[src/rtl/pixavg_pkg.sv]
package pixavg_pkg;

   localparam int PIXAVG_LANES_DEF  = 3;
   localparam int PIXAVG_LANE_W_DEF = 8;
   localparam int PIXAVG_DEPTH_DEF  = 16;
   localparam int PIXAVG_MEM_W_DEF  = 32;

   // source that owns the single write port in a cycle
   typedef enum logic [1:0] {
      WSRC_IDLE   = 2'd0,
      WSRC_RETIRE = 2'd1,
      WSRC_LOAD   = 2'd2
   } wsrc_e;

endpackage

[src/rtl/pixavg_lane.sv]
module pixavg_lane #(
   parameter int LANE_W = 8
) (
   input  logic [LANE_W-1:0] a,
   input  logic [LANE_W-1:0] b,
   output logic [LANE_W-1:0] y
);
   localparam int SUM_W = LANE_W + 1;

   logic [SUM_W-1:0] sum;

   // widen by one bit so the carry is kept, then drop the lsb
   assign sum = {1'b0, a} + {1'b0, b};
   assign y   = sum[SUM_W-1:1];

endmodule

[src/rtl/pixavg_avg_unit.sv]
module pixavg_avg_unit #(
   parameter int LANES  = 3,
   parameter int LANE_W = 8
) (
   input  logic [LANES*LANE_W-1:0] op_a,
   input  logic [LANES*LANE_W-1:0] op_b,
   output logic [LANES*LANE_W-1:0] res
);
   localparam int REG_W = LANES * LANE_W;

   if (LANES < 1) begin : g_bad_lanes
      $error("pixavg_avg_unit: LANES must be at least 1");
   end
   if (LANE_W < 1) begin : g_bad_lane_w
      $error("pixavg_avg_unit: LANE_W must be at least 1");
   end

   for (genvar k = 0; k < LANES; k++) begin : g_lane
      pixavg_lane #(.LANE_W(LANE_W)) u_lane (
         .a (op_a[k*LANE_W +: LANE_W]),
         .b (op_b[k*LANE_W +: LANE_W]),
         .y (res [k*LANE_W +: LANE_W])
      );
   end

   if (REG_W != LANES * LANE_W) begin : g_bad_pack
      $error("pixavg_avg_unit: packed width mismatch");
   end

endmodule

[src/rtl/pixavg_wr_arb.sv]
module pixavg_wr_arb
   import pixavg_pkg::*;
#(
   parameter int REG_W = 24,
   parameter int IDX_W = 4
) (
   input  logic             retire,
   input  logic [IDX_W-1:0] retire_idx,
   input  logic [REG_W-1:0] retire_data,
   input  logic             load,
   input  logic [IDX_W-1:0] load_idx,
   input  logic [REG_W-1:0] load_data,
   output logic             wen,
   output logic [IDX_W-1:0] widx,
   output logic [REG_W-1:0] wdata
);
   wsrc_e src;

   // a retiring average owns the port; a coinciding load is dropped
   always_comb begin
      if (retire)    src = WSRC_RETIRE;
      else if (load) src = WSRC_LOAD;
      else           src = WSRC_IDLE;
   end

   always_comb begin
      wen   = 1'b0;
      widx  = '0;
      wdata = '0;
      case (src)
         WSRC_RETIRE: begin
            wen   = 1'b1;
            widx  = retire_idx;
            wdata = retire_data;
         end
         WSRC_LOAD: begin
            wen   = 1'b1;
            widx  = load_idx;
            wdata = load_data;
         end
         default: ;
      endcase
   end

endmodule

[src/rtl/pixavg_store.sv]
module pixavg_store #(
   parameter int DEPTH       = 16,
   parameter int REG_W       = 24,
   parameter int NRD         = 2,
   parameter bit WRITE_FIRST = 1'b1
) (
   input  logic                              clk,
   input  logic                              rst_n,
   input  logic                              wen,
   input  logic [$clog2(DEPTH)-1:0]          widx,
   input  logic [REG_W-1:0]                  wdata,
   input  logic [NRD-1:0][$clog2(DEPTH)-1:0] rd_idx,
   output logic [NRD-1:0][REG_W-1:0]         rd_q
);
   localparam int IDX_W = $clog2(DEPTH);

   if (DEPTH < 2) begin : g_bad_depth
      $error("pixavg_store: DEPTH must be at least 2");
   end
   if (NRD < 1) begin : g_bad_nrd
      $error("pixavg_store: NRD must be at least 1");
   end

   logic [REG_W-1:0] mem [DEPTH];

   always_ff @(posedge clk) begin
      if (!rst_n) begin
         for (int i = 0; i < DEPTH; i++) mem[i] <= '0;
      end else if (wen) begin
         mem[widx] <= wdata;
      end
   end

   for (genvar p = 0; p < NRD; p++) begin : g_port
      logic [REG_W-1:0] q;
      logic [IDX_W-1:0] ix;
      assign ix = rd_idx[p];

      if (WRITE_FIRST) begin : g_wf
         always_ff @(posedge clk) begin
            if (!rst_n)                  q <= '0;
            else if (wen && (widx == ix)) q <= wdata;
            else                         q <= mem[ix];
         end
      end else begin : g_rf
         always_ff @(posedge clk) begin
            if (!rst_n) q <= '0;
            else        q <= mem[ix];
         end
      end

      assign rd_q[p] = q;
   end

endmodule

[src/rtl/pixavg_regfile.sv]
module pixavg_regfile
   import pixavg_pkg::*;
#(
   parameter int LANES       = PIXAVG_LANES_DEF,
   parameter int LANE_W      = PIXAVG_LANE_W_DEF,
   parameter int DEPTH       = PIXAVG_DEPTH_DEF,
   parameter int MEM_W       = PIXAVG_MEM_W_DEF,
   parameter bit WRITE_FIRST = 1'b1
) (
   input  logic                     clk,
   input  logic                     rst_n,
   input  logic [$clog2(DEPTH)-1:0] s_idx,
   input  logic [$clog2(DEPTH)-1:0] t_idx,
   input  logic [$clog2(DEPTH)-1:0] r_idx,
   input  logic                     avg_en,
   input  logic                     ld_en,
   input  logic [$clog2(DEPTH)-1:0] ld_idx,
   input  logic [MEM_W-1:0]         ld_word,
   output logic [MEM_W-1:0]         rd_s_word,
   output logic [MEM_W-1:0]         rd_t_word
);
   localparam int REG_W = LANES * LANE_W;
   localparam int IDX_W = $clog2(DEPTH);
   localparam int NRD   = 2;

   if (MEM_W < REG_W) begin : g_bad_mem_w
      $error("pixavg_regfile: MEM_W must hold a whole entry");
   end

   logic                        wb_pend;
   logic [IDX_W-1:0]            wb_dst;
   logic [REG_W-1:0]            op_a;
   logic [REG_W-1:0]            op_b;
   logic [REG_W-1:0]            avg_res;
   logic                        wen;
   logic [IDX_W-1:0]            widx;
   logic [REG_W-1:0]            wdata;
   logic [NRD-1:0][IDX_W-1:0]   rd_idx;
   logic [NRD-1:0][REG_W-1:0]   rd_q;
   logic                        unused_ld_hi;

   // the top byte of a loaded word carries nothing
   assign unused_ld_hi = ^ld_word;

   // issue stage: operands are captured by the read ports, retire next edge
   always_ff @(posedge clk) begin
      if (!rst_n) begin
         wb_pend <= 1'b0;
         wb_dst  <= '0;
      end else begin
         wb_pend <= avg_en;
         wb_dst  <= r_idx;
      end
   end

   assign rd_idx = {t_idx, s_idx};
   assign op_a   = rd_q[0];
   assign op_b   = rd_q[1];

   pixavg_store #(
      .DEPTH       (DEPTH),
      .REG_W       (REG_W),
      .NRD         (NRD),
      .WRITE_FIRST (WRITE_FIRST)
   ) u_store (
      .clk    (clk),
      .rst_n  (rst_n),
      .wen    (wen),
      .widx   (widx),
      .wdata  (wdata),
      .rd_idx (rd_idx),
      .rd_q   (rd_q)
   );

   pixavg_avg_unit #(
      .LANES  (LANES),
      .LANE_W (LANE_W)
   ) u_avg (
      .op_a (op_a),
      .op_b (op_b),
      .res  (avg_res)
   );

   pixavg_wr_arb #(
      .REG_W (REG_W),
      .IDX_W (IDX_W)
   ) u_arb (
      .retire      (wb_pend),
      .retire_idx  (wb_dst),
      .retire_data (avg_res),
      .load        (ld_en),
      .load_idx    (ld_idx),
      .load_data   (ld_word[REG_W-1:0]),
      .wen         (wen),
      .widx        (widx),
      .wdata       (wdata)
   );

   assign rd_s_word = MEM_W'(op_a);
   assign rd_t_word = MEM_W'(op_b);

endmodule

[config.mk]
export PLATFORM = sky130hd
export DESIGN_NAME = pixavg_regfile
export DESIGN_NICKNAME = d
export VERILOG_FILES = /design/src/rtl/pixavg_pkg.sv /design/src/rtl/pixavg_lane.sv /design/src/rtl/pixavg_avg_unit.sv /design/src/rtl/pixavg_wr_arb.sv /design/src/rtl/pixavg_store.sv /design/src/rtl/pixavg_regfile.sv
export SDC_FILE = /design/constraint.sdc
export NUM_CORES = 1
export LEC_CHECK = 0
export ABC_AREA = 1
export BUFFER_PORTS_ARGS = -buffer_cell sky130_fd_sc_hd__buf_4
export CORE_MARGIN = 2
export CORE_UTILIZATION = 40
export DETAILED_ROUTE_END_ITERATION = 8
export PLACE_DENSITY = 0.65
export SYNTH_ARGS = -nofsm -noshare
export SYNTH_HDL_FRONTEND = slang
export SYNTH_SLANG_ARGS = --single-unit
export TNS_END_PERCENT = 5
[constraint.sdc]
create_clock -name clk -period 2.46 [get_ports clk]
set_input_delay 0.123 -clock clk [delete_from_list [all_inputs] [get_ports clk]]
set_output_delay 0.123 -clock clk [all_outputs]
set_load 0.01 [all_outputs]
==> qor.txt <==
===============================================================================================
Hold Vio Cnt, Final                                                                           0
Number of design rule violations left after detail routing                                    0
Yosys warning count                                                                           0
Sum of net half-perimeters after detailed placement                                    50.23 mm
Fillers                                                                                    6189
Routed wl met3                                                                         6.499 mm
Setup ws final                                                                        0.1667 ns
Setup Crit Path Kind                                                                    reg2reg
Post-CTS Repair Setup Buffers                                                                 0
GRT Resource Usage Total                                                                 24.75%
Antenna diode count                                                                           0
Max Clk Rate                                                                          436.1 MHz
Post-synthesis sequential element count                                                     437
Number of max-slew violations in the final report                                             0
Cell area after technology mapping                                                  25150 sq um
Count of port buffers added during placement                                                 91
Start point of the worst min-delay path                                             ld_word[12]
Post-synth top area cell                                                               edfxtp_1
Largest net degree at the start of global routing                                            98
Hold Crit Endpoint                                                                 u_store.g_port[1].q[12]
Clk_lat worst skew                                                                      0.59 ns
Post-synth top area share                                                                45.85%
Global-route wire length before repair                                                 122.1 mm
Initial antenna violation count                                                               0
Total wirelength of the detailed-routed design                                         80.53 mm
Number of vias after detailed routing                                                     22240
Dominant cells by area after synthesis                                             edfxtp_1, nand2_1, nand3_1
Register-to-Register Setup Slack                                                        0.17 ns
Post-DR vias/cell                                                                         5.280
Hold Path Stages                                                                              5
Total Die Area                                                                      64900 sq um
DRT iter0 DRCs                                                                             2584
Worst-case setup slack after placement                                                0.2881 ns
Area of the core                                                                    61940 sq um
Most common library cell in the layout ignoring fill and taps                           nand2_1
Worst Path Arrival                                                                      2.61 ns
Sequential element share of the synthesized area                                         50.07%
Class of the tightest hold or removal check                                              in2reg
Routed length on met1                                                                  32.75 mm
Clock input transition at the sequential cells of the worst setup and hold paths        0.06 ns
Net count of the finished layout                                                           3414
Syn_area_per_cell                                                                   7.598 sq um
Inserted Clock Buffers                                                                       47
Final count of negative-setup-slack endpoints                                                 0
Ratio of cells with drive above 1 in the final layout                                    8.563%
Clock net sink count                                                                        437
Starting density of the core                                                             40.60%
Number of iterations in the first detailed-routing pass                                       6
Source of the worst register-to-register timing path                               u_store.g_port[1].q[12]
Final routed wire length divided by cell count                                         19.12 um
Total power                                                                           0.01850 W
Period Utilization, post-route                                                           93.22%
Synth cell types                                                                             30
Remaining antenna violation count after routing                                               0
Y dimension of the die                                                                 254.8 um
Terminus of the critical flop-to-flop path                                         u_store.mem[0][12]
Post-synth EDFFs                                                                            384
Setup crit end kind                                                                    register
RePlAce Congestion                                                                       0.9133
Maximum clock path buffer count                                                               3
Via count of the first global-routing pass                                                20640
Area of the multi-input gates                                                       10060 sq um
Chip width                                                                             254.8 um
Leakage power of the design                                                            12.67 nW
FF-to-FF path depth                                                                          11
Element type at the critical path start                                                register
Worst slew margin relative to its limit                                                  49.39%
Placement row count                                                                          91
Sequential cell area                                                                12590 sq um
Most frequent cells in the layout                                                  nand2_1, nor2_1, nand3_1
I/O pin cnt                                                                                 116
Crit path max fanout                                                                         16
Flip-flop cell with the highest count after synthesis                                  edfxtp_1
Synthesis-to-finish area growth                                                          13.76%
Clock period minus worst slack                                                         2.293 ns
Worst Tran Pin Value                                                                  0.7591 ns
Maximum Capacitance Violations                                                                0
Status                                                                             finished, final reports clean
Clock root buffer                                                                     clkbuf_16
Worst VDD drop                                                                         612.6 uV
TritonCTS clock tree                                                                      built
Pwr/cell area                                                                      646.7 nW/um^2
Async set-reset flop share out of synthesis                                                  0%
Setup repair after global routing missed its margin                                          no
Total congestion overflow after global routing                                                0
DR top layer                                                                               met4
Setup skew after layout                                                              0.02142 ns
Setup TNS                                                                                  0 ns
H-tree lvl count                                                                              2
Wire length on met2                                                                    37.80 mm
CP required                                                                             2.78 ns
Synthesized instance count                                                                 3310
===============================================================================================
critical path, stage by stage (launching register included):
cell	delay [ns]
dfxtp_1	0.32
ha_1	0.46
nand2_1	0.19
inv_1	0.11
nand3_1	0.21
nand3_1	0.13
nand2_1	0.06
nand3_1	0.07
nand2_1	0.14
inv_1	0.13
buf_12	0.16
nor2_1	0.05
per-stage QoR:
| step | area [sq um] | std cells | utilization [%] | hold slack, ns |
|---|---|---|---|---|
| floorplan | 25210 | 3325 | - | 0.2206 |
| global placement | 26990 | 4110 | 43.58 | 0.3089 |
| detailed placement | 26990 | 4110 | 43.58 | 0.3105 |
| CTS | 28610 | 4212 | 46.19 | 0.003960 |
| global route | 28610 | 4212 | 46.19 | 0.06084 |
| finish | 28610 | 4212 | 46.19 | 0.03565 |
report_power, final:
part	leakage, nW	switching, W	internal (W)
Clock	0.714	0.00297	0.00390
Sequential	4.40	0.000147	0.00841
Combinational	7.55	0.00210	0.000974
flip-flops by register name (all words and copies together) (netlist names):
name,flops
u_store.mem,384
u_store.g_port.q,48
wb_dst,4
wb_pend,1
cells in the mapped netlist, types with 2 or more instances:
master,number
nand2_1,951
nor2_1,490
nand3_1,474
edfxtp_1,384
inv_1,369
o211ai_1,134
clkbuf_1,117
a21oi_1,72
buf_2,62
o21ai_0,62
dfxtp_1,53
buf_1,49
buf_4,21
ha_1,21
clkinv_1,12
inv_2,7
nand4_1,6
nand3b_1,5
nor3_2,4
fa_1,3
nand2_2,3
nand3_2,2
nor2_4,2
repair_timing:
item,in CTS,in global routing
resized for setup,0,1
endpoints found under the hold margin,26,0
hold buffers,16,0
endpoints found under the setup margin,0,1
cell type report:
cell class	count	share of cell area (%)
Timing Repair Buffer	213	6.953
Clock buffer	67	4.561
Clock inverter	19	0.5248
Inverter	389	5.125
Tap cell	837	3.660
Multi-Input combinational cell	2250	35.16
Sequential cell	437	44.01
per-layer routing:
layer	vias to the layer above	GRT usage, %
met3	177	3.143
met5	-	0
met1	10290	33.18
met4	0	11.13
li1	10750	-
met2	1023	40.09
worst max-delay path by stage:
| stage | to | cells after the start | start | slack [ns] |
|---|---|---|---|---|
| after floorplan | u_store.mem[10][0] | 8 | wb_pend | 0.17 |
| final | u_store.mem[0][12] | 11 | u_store.g_port[1].q[12] | 0.17 |
| after detailed placement | u_store.mem[2][0] | 6 | wb_pend | 0.29 |
| after CTS | u_store.g_port[1].q[3] | 11 | u_store.g_port[0].q[1] | 0.25 |
| after global routing | u_store.mem[0][7] | 11 | u_store.g_port[0].q[1] | 0.04 |
| after global placement | u_store.g_port[1].q[3] | 11 | u_store.g_port[1].q[0] | 0.24 |
logic make-up (layout without fill, tap and decap cells):
kind of cell | after synthesis | after routing | share of synthesized area [%]
AO/OA/AOI/OAI | 272 | 272 | 6.816
adder cells (fa/ha/maj) | 24 | 24 | 1.284
buffers and inverters | 638 | 688 | 10.15
flip-flops | 437 | 437 | 50.07
other | 1 | 16 | 0.01491
AND/OR/NAND/NOR | 1938 | 1938 | 31.67
Power figures use the tool's default switching activity.
